**config.mk**
```make
export PLATFORM = sky130hd
export DESIGN_NAME = rail_seq_ctrl
export DESIGN_NICKNAME = d
export VERILOG_FILES = /design/src/rtl/rail_seq_pkg.sv /design/src/rtl/rail_seq_timer.sv /design/src/rtl/rail_seq_pick.sv /design/src/rtl/rail_seq_qual.sv /design/src/rtl/rail_seq_ctrl.sv
export SDC_FILE = /design/constraint.sdc
export NUM_CORES = 1
export LEC_CHECK = 0
export BUFFER_PORTS_ARGS = -buffer_cell sky130_fd_sc_hd__buf_2
export CAP_MARGIN = 10
export CORE_UTILIZATION = 36
export DETAILED_ROUTE_END_ITERATION = 12
export GPL_ROUTABILITY_DRIVEN = 0
export PLACE_DENSITY = 0.52
export SETUP_SLACK_MARGIN = 0.4
export SLEW_MARGIN = 10
export SYNTH_ARGS = -nofsm -noshare
export SYNTH_HDL_FRONTEND = slang
export SYNTH_SLANG_ARGS = --single-unit
```
**constraint.sdc**
```tcl
create_clock -name clk_i -period 7.1 [get_ports clk_i]
set_input_delay 0.355 -clock clk_i [delete_from_list [all_inputs] [get_ports clk_i]]
set_output_delay 0.355 -clock clk_i [all_outputs]
set_load 0.02 [all_outputs]
```
**src/rtl/rail_seq_pkg.sv**
```systemverilog
package rail_seq_pkg;
  typedef enum logic [3:0] {
    ST_IDLE,
    ST_DELAY,
    ST_RAMP,
    ST_PGWAIT,
    ST_ON,
    ST_DOWN,
    ST_RETRY,
    ST_RQUAL,
    ST_LATCH
  } seq_state_e;

  function automatic int imax(input int a, input int b);
    return (a > b) ? a : b;
  endfunction
endpackage

```
**src/rtl/rail_seq_timer.sv**
```systemverilog
module rail_seq_timer #(
  parameter int W = 8
) (
  input  logic         clk_i,
  input  logic         rst_ni,
  input  logic         load_i,
  input  logic [W-1:0] len_i,
  input  logic         run_i,
  output logic         done_o
);
  logic [W-1:0] cnt_q;

  always_ff @(posedge clk_i or negedge rst_ni) begin
    if (!rst_ni)                        cnt_q <= '0;
    else if (load_i)                    cnt_q <= len_i - W'(1);
    else if (run_i && cnt_q != '0)      cnt_q <= cnt_q - W'(1);
  end

  assign done_o = (cnt_q == '0);
endmodule

```
**src/rtl/rail_seq_pick.sv**
```systemverilog
// Selects the lowest present channel above cur_i, or the lowest overall when first_i.
module rail_seq_pick #(
  parameter int NCH = 3,
  localparam int CW = (NCH > 1) ? $clog2(NCH) : 1
) (
  input  logic [NCH-1:0] act_i,
  input  logic [CW-1:0]  cur_i,
  input  logic           first_i,
  output logic [CW-1:0]  nxt_o,
  output logic           has_o
);
  always_comb begin
    nxt_o = '0;
    has_o = 1'b0;
    for (int i = NCH - 1; i >= 0; i--) begin
      if (act_i[i] && (first_i || CW'(i) > cur_i)) begin
        nxt_o = CW'(i);
        has_o = 1'b1;
      end
    end
  end
endmodule

```
**src/rtl/rail_seq_qual.sv**
```systemverilog
module rail_seq_qual #(
  parameter int NCH = 3
) (
  input  logic           en_on_i,
  input  logic [NCH-1:0] set_ok_i,
  input  logic [NCH-1:0] present_i,
  input  logic [NCH-1:0] out_pg_i,
  input  logic [NCH-1:0] out_low_i,
  input  logic [NCH-1:0] gate_i,
  output logic           sets_ok_o,
  output logic           start_ok_o,
  output logic           all_low_o,
  output logic           retry_ok_o,
  output logic           pg_lost_o
);
  assign sets_ok_o  = &set_ok_i;
  assign start_ok_o = en_on_i && sets_ok_o && (|present_i);
  assign all_low_o  = &(out_low_i | ~present_i);
  assign retry_ok_o = start_ok_o && all_low_o;
  assign pg_lost_o  = |(gate_i & ~out_pg_i);
endmodule

```
**src/rtl/rail_seq_ctrl.sv**
```systemverilog
module rail_seq_ctrl
  import rail_seq_pkg::*;
#(
  parameter int NCH       = 3,
  parameter int DELAY_CYC = 8,
  parameter int FAULT_CYC = 60,
  parameter int PG_CYC    = 6,
  parameter int RETRY_CYC = 20,
  parameter bit AUTORETRY = 1'b1
) (
  input  logic           clk_i,
  input  logic           rst_ni,
  input  logic           en_on_i,
  input  logic           en_off_i,
  input  logic [NCH-1:0] set_ok_i,
  input  logic [NCH-1:0] in_present_i,
  input  logic [NCH-1:0] out_pg_i,
  input  logic [NCH-1:0] out_low_i,
  output logic [NCH-1:0] gate_en_o,
  output logic [NCH-1:0] pulldown_o,
  output logic           ramp_up_o,
  output logic           fault_o,
  output logic           pg_o
);
  localparam int CW   = (NCH > 1) ? $clog2(NCH) : 1;
  localparam int TMAX = imax(imax(DELAY_CYC, FAULT_CYC), imax(PG_CYC, RETRY_CYC));
  localparam int TW   = $clog2(TMAX + 1);

  seq_state_e     state_q, state_d;
  logic [CW-1:0]  cur_q, cur_d;
  logic [NCH-1:0] mask_q, mask_d;

  logic           ld_step, ld_flt, step_done, flt_done, in_ramp;
  logic [TW-1:0]  step_len;
  logic [CW-1:0]  nxt;
  logic           has_nxt, pick_first;
  logic           sets_ok, start_ok, all_low, retry_ok, pg_lost;

  assign in_ramp    = (state_q == ST_DELAY) || (state_q == ST_RAMP);
  assign pick_first = (state_q == ST_IDLE) || (state_q == ST_RQUAL);

  rail_seq_timer #(.W(TW)) u_step (
    .clk_i, .rst_ni, .load_i(ld_step), .len_i(step_len), .run_i(1'b1), .done_o(step_done)
  );

  rail_seq_timer #(.W(TW)) u_flt (
    .clk_i, .rst_ni, .load_i(ld_flt), .len_i(TW'(FAULT_CYC)), .run_i(in_ramp), .done_o(flt_done)
  );

  rail_seq_pick #(.NCH(NCH)) u_pick (
    .act_i(in_present_i), .cur_i(cur_q), .first_i(pick_first), .nxt_o(nxt), .has_o(has_nxt)
  );

  rail_seq_qual #(.NCH(NCH)) u_qual (
    .en_on_i, .set_ok_i, .present_i(in_present_i), .out_pg_i, .out_low_i, .gate_i(mask_q),
    .sets_ok_o(sets_ok), .start_ok_o(start_ok), .all_low_o(all_low),
    .retry_ok_o(retry_ok), .pg_lost_o(pg_lost)
  );

  always_comb begin
    state_d  = state_q;
    cur_d    = cur_q;
    mask_d   = mask_q;
    ld_step  = 1'b0;
    ld_flt   = 1'b0;
    step_len = TW'(DELAY_CYC);
    unique case (state_q)
      ST_IDLE: begin
        if (start_ok) begin
          state_d = ST_DELAY;
          cur_d   = nxt;
          ld_step = 1'b1;
          ld_flt  = 1'b1;
        end
      end
      ST_DELAY, ST_RAMP: begin
        if (en_off_i) begin
          state_d = ST_DOWN;
        end else if (flt_done || !sets_ok) begin
          mask_d  = '0;
          state_d = AUTORETRY ? ST_RETRY : ST_LATCH;
          ld_step = 1'b1;
          step_len = TW'(RETRY_CYC);
        end else if (state_q == ST_DELAY) begin
          if (step_done) begin
            state_d       = ST_RAMP;
            mask_d[cur_q] = 1'b1;
          end
        end else if (out_pg_i[cur_q]) begin
          ld_step = 1'b1;
          if (has_nxt) begin
            state_d = ST_DELAY;
            cur_d   = nxt;
          end else begin
            state_d  = ST_PGWAIT;
            step_len = TW'(PG_CYC);
          end
        end
      end
      ST_PGWAIT, ST_ON: begin
        if (en_off_i) begin
          state_d = ST_DOWN;
        end else if (pg_lost) begin
          mask_d   = '0;
          state_d  = AUTORETRY ? ST_RETRY : ST_LATCH;
          ld_step  = 1'b1;
          step_len = TW'(RETRY_CYC);
        end else if (state_q == ST_PGWAIT && step_done) begin
          state_d = ST_ON;
        end
      end
      ST_DOWN: begin
        if (all_low) begin
          state_d = ST_IDLE;
          mask_d  = '0;
        end
      end
      ST_RETRY: begin
        if (step_done) begin
          state_d = ST_RQUAL;
          ld_step = 1'b1;
        end
      end
      ST_RQUAL: begin
        if (step_done && retry_ok) begin
          state_d = ST_DELAY;
          cur_d   = nxt;
          ld_step = 1'b1;
          ld_flt  = 1'b1;
        end
      end
      ST_LATCH: begin
        if (en_off_i) state_d = ST_IDLE;
      end
      default: state_d = ST_IDLE;
    endcase
  end

  always_ff @(posedge clk_i or negedge rst_ni) begin
    if (!rst_ni) begin
      state_q <= ST_IDLE;
      cur_q   <= '0;
      mask_q  <= '0;
    end else begin
      state_q <= state_d;
      cur_q   <= cur_d;
      mask_q  <= mask_d;
    end
  end

  logic faulted;
  assign faulted    = (state_q == ST_RETRY) || (state_q == ST_RQUAL) || (state_q == ST_LATCH);
  assign gate_en_o  = mask_q;
  assign pulldown_o = {NCH{faulted}};
  assign fault_o    = faulted;
  assign pg_o       = (state_q == ST_ON);
  assign ramp_up_o  = in_ramp || (state_q == ST_PGWAIT) || (state_q == ST_ON);
endmodule

```
==> results.cfg <==
[finish]
final_cells = 264
post-route-cell-area_um2 = 1840
num_antenna_cells = 0
fill_cells = 430
fin_nets = 232
final_cell_mix = buf_2 (24), dfrtp_1 (20), nor2_1 (19)
final_common_cell = buf_2
syn_to_final_growth_pct = 11.9
drive_gt1_share_pct = 21.2

[pwr]
power_uw = 850
p_seq_share_pct = 28.0
p_int_uw = 430
power.switching_uw = 420
pwr-share-clk_pct = 10.6
power_frac_comb_pct = 61.5
vdd_drop_max_v = 0.000137
power_density_nw_per_um2 = 461
p_leak_uw = 0.000776
swShare_pct = 49.4

[placement]
dp_cells = 260
placed_area_um2 = 1790
numPortBuffers = 24
dp_hpwl_mm = 3.14

[clock_network]
postCtsSetupBuffers = 0
cts_resized = 0
cts-hold-fix-buffers = 0
clkSinkCount = 20
cts-root-buf = clkbuf_8
clock_latency_ns = 0.26
h-tree-depth = 1
cts_buffers = 3
cts_buffer_depth = 2
tritoncts = built
clkTransAtPathRegs_ns = 0.08

[routing]
drc = 0
wl_per_cell_um = 15.5
viasPerCell = 5.92
first_pass_iters = 4
routed_wirelength_mm = 4.11
drt_iter0_drc = 163
detail-route-antenna-nets = 0
num_vias = 1563

[timing]
finalClockSkew_ns = 0.00620
tns_ns = 0
setup_viol = 0
fmax_mhz = 354
relSlewSlack_pct = 55.0
worstMarginPinSlew_ns = 0.666
drv_slew = 0
rsz0062_at_grt = false
finalHoldViolCount = 0
hold-worst-slack_ns = 0.0359
period_share_pct = 39.8
period_needed_ns = 2.83

[floorplanning]
dieArea_um2 = 4850
die-height_um = 69.6
core_area_um2 = 4380
start_util_pct = 37.6
io_pins = 25
rows = 24
die_x_um = 69.6

[synth]
synth-edff-count = 0
synth_flop_cell = dfrtp_1
netlist_area_um2 = 1650
ys_warn_count = 0
yosys_register_bits = 20
synthCells = 192
syn_nets = 211
yosysUniqueCellTypes = 65
avgSynthCellArea_um2 = 8.58
ys_seq_area_share_pct = 30.4
async_flop_share_pct = 100

[grt]
grt_pass1_vias = 1490
grt_max_degree = 21
grt_most_used_layer = met1
grt.met2_usage_pct = 26.9
use_met3_pct = 2.33
use_met1_pct = 28.2
antenna_found_initial = 0
grt_usage_pct = 18.3
overflow = 0
grt_pass1_wl_mm = 7.24

[outcome]
status = completed

[setup_path]
worstSetupEndpointType = flip-flop
start_kind = flip-flop
path_class = reg -> reg
cp_max_fo = 13
required_ns = 7.31
crit_arrival_ns = 3.04

[run]
maxCapViolations = 0

[hold_path]
hp-class = in -> async
## metrics by stage
stage                     util (%)  worst slack [ns]
after floorplan                  -              4.63
after global placement        40.8              4.36
after global routing          42.0              3.98
after CTS                     42.0              4.34
after detailed placement      40.8              4.29
final                         42.0              4.27
## sequential cells by signal (all words and copies together) (netlist names)
| signal | count |
|---|---|
| u_flt.cnt_q | 6 |
| u_step.cnt_q | 6 |
| gate_en_o | 3 |
| state_q | 3 |
| cur_q | 2 |
## layout make-up
type	instances	area (um^2)	area share [%]
flip-flops and latches	20	500	27.2
repair buffers	24	120	6.52
clock buffers	4	55.1	2.99
inverters	7	26.3	1.43
well taps	52	65.1	3.53
multi-input cells	157	1070	58.4
## worst max-delay path: stages, from the launching register on
cell and delay [ns]:
dfrtp_1 0.56, xnor2_1 0.37, nand2b_1 0.26, o22ai_1 0.19, nor2_1 0.38, a21oi_1 0.14, ha_1 0.27, or2b_1 0.23
o32ai_1 0.23, a211o_1 0.14
## power groups by stage
| stage | logic [uW] | clock network [uW] | registers (uW) |
|---|---|---|---|
| 2_1_floorplan | 436 | 0 | 209 |
| 3_3_place_gp | 515 | 0 | 236 |
| 3_5_place_dp | 516 | 0 | 237 |
| 4_1_cts | 519 | 92.6 | 236 |
| 5_1_grt | 583 | 96.6 | 249 |
| 6_report | 522 | 89.7 | 238 |
## cell usage after synthesis, types with 4 or more instances
master	number	share of area (%)
a21oi_1	10	3.0
a31oi_1	5	1.9
and3_1	5	1.9
dfrtp_1	20	30
inv_1	5	1.1
nand2_1	12	2.7
nand2b_1	6	2.3
nand3_1	4	1.2
nor2_1	19	4.3
nor2b_1	4	1.5
nor3_1	8	2.4
nor4_1	4	1.5
o21ai_0	6	1.8
xnor2_1	4	2.1
## path summary, 6_finish.rpt
kind	from	depth (start not counted)	slack, ns	end
worst max-delay path	state_q[0]	9	4.27	u_step.cnt_q[2]
worst min-delay path	rst_ni	1	0.04	u_step.cnt_q[3]
worst max register to register	state_q[0]	9	4.27	u_step.cnt_q[2]
worst min register to register	u_step.cnt_q[5]	1	0.53	u_step.cnt_q[5]
max in group asynchronous	rst_ni	1	6.74	cur_q[0]
min in group clk_i	in_present_i[2]	3	0.37	cur_q[1]
## kinds of logic (layout without fill, tap and decap cells)
logic type / after synthesis / in the layout / share of synthesized area, %
and+or+nand+nor: 85 / 85 / 30.7
AOI/OAI and AO/OA: 57 / 57 / 25.3
DFF: 20 / 20 / 30.4
buffers and inverters: 15 / 35 / 4.33
xor gates and xnor gates: 6 / 6 / 3.19
muxes: 5 / 5 / 3.19
adders and majority gates: 4 / 4 / 2.89
## routing by layer
layer	share of wire [%]	up-vias
li1	-	761
met1	50	743
met2	43	57
met3	6.4	2
met4	0.58	0
met5	0	-
Note: power is estimated with default switching activity, not from simulation.
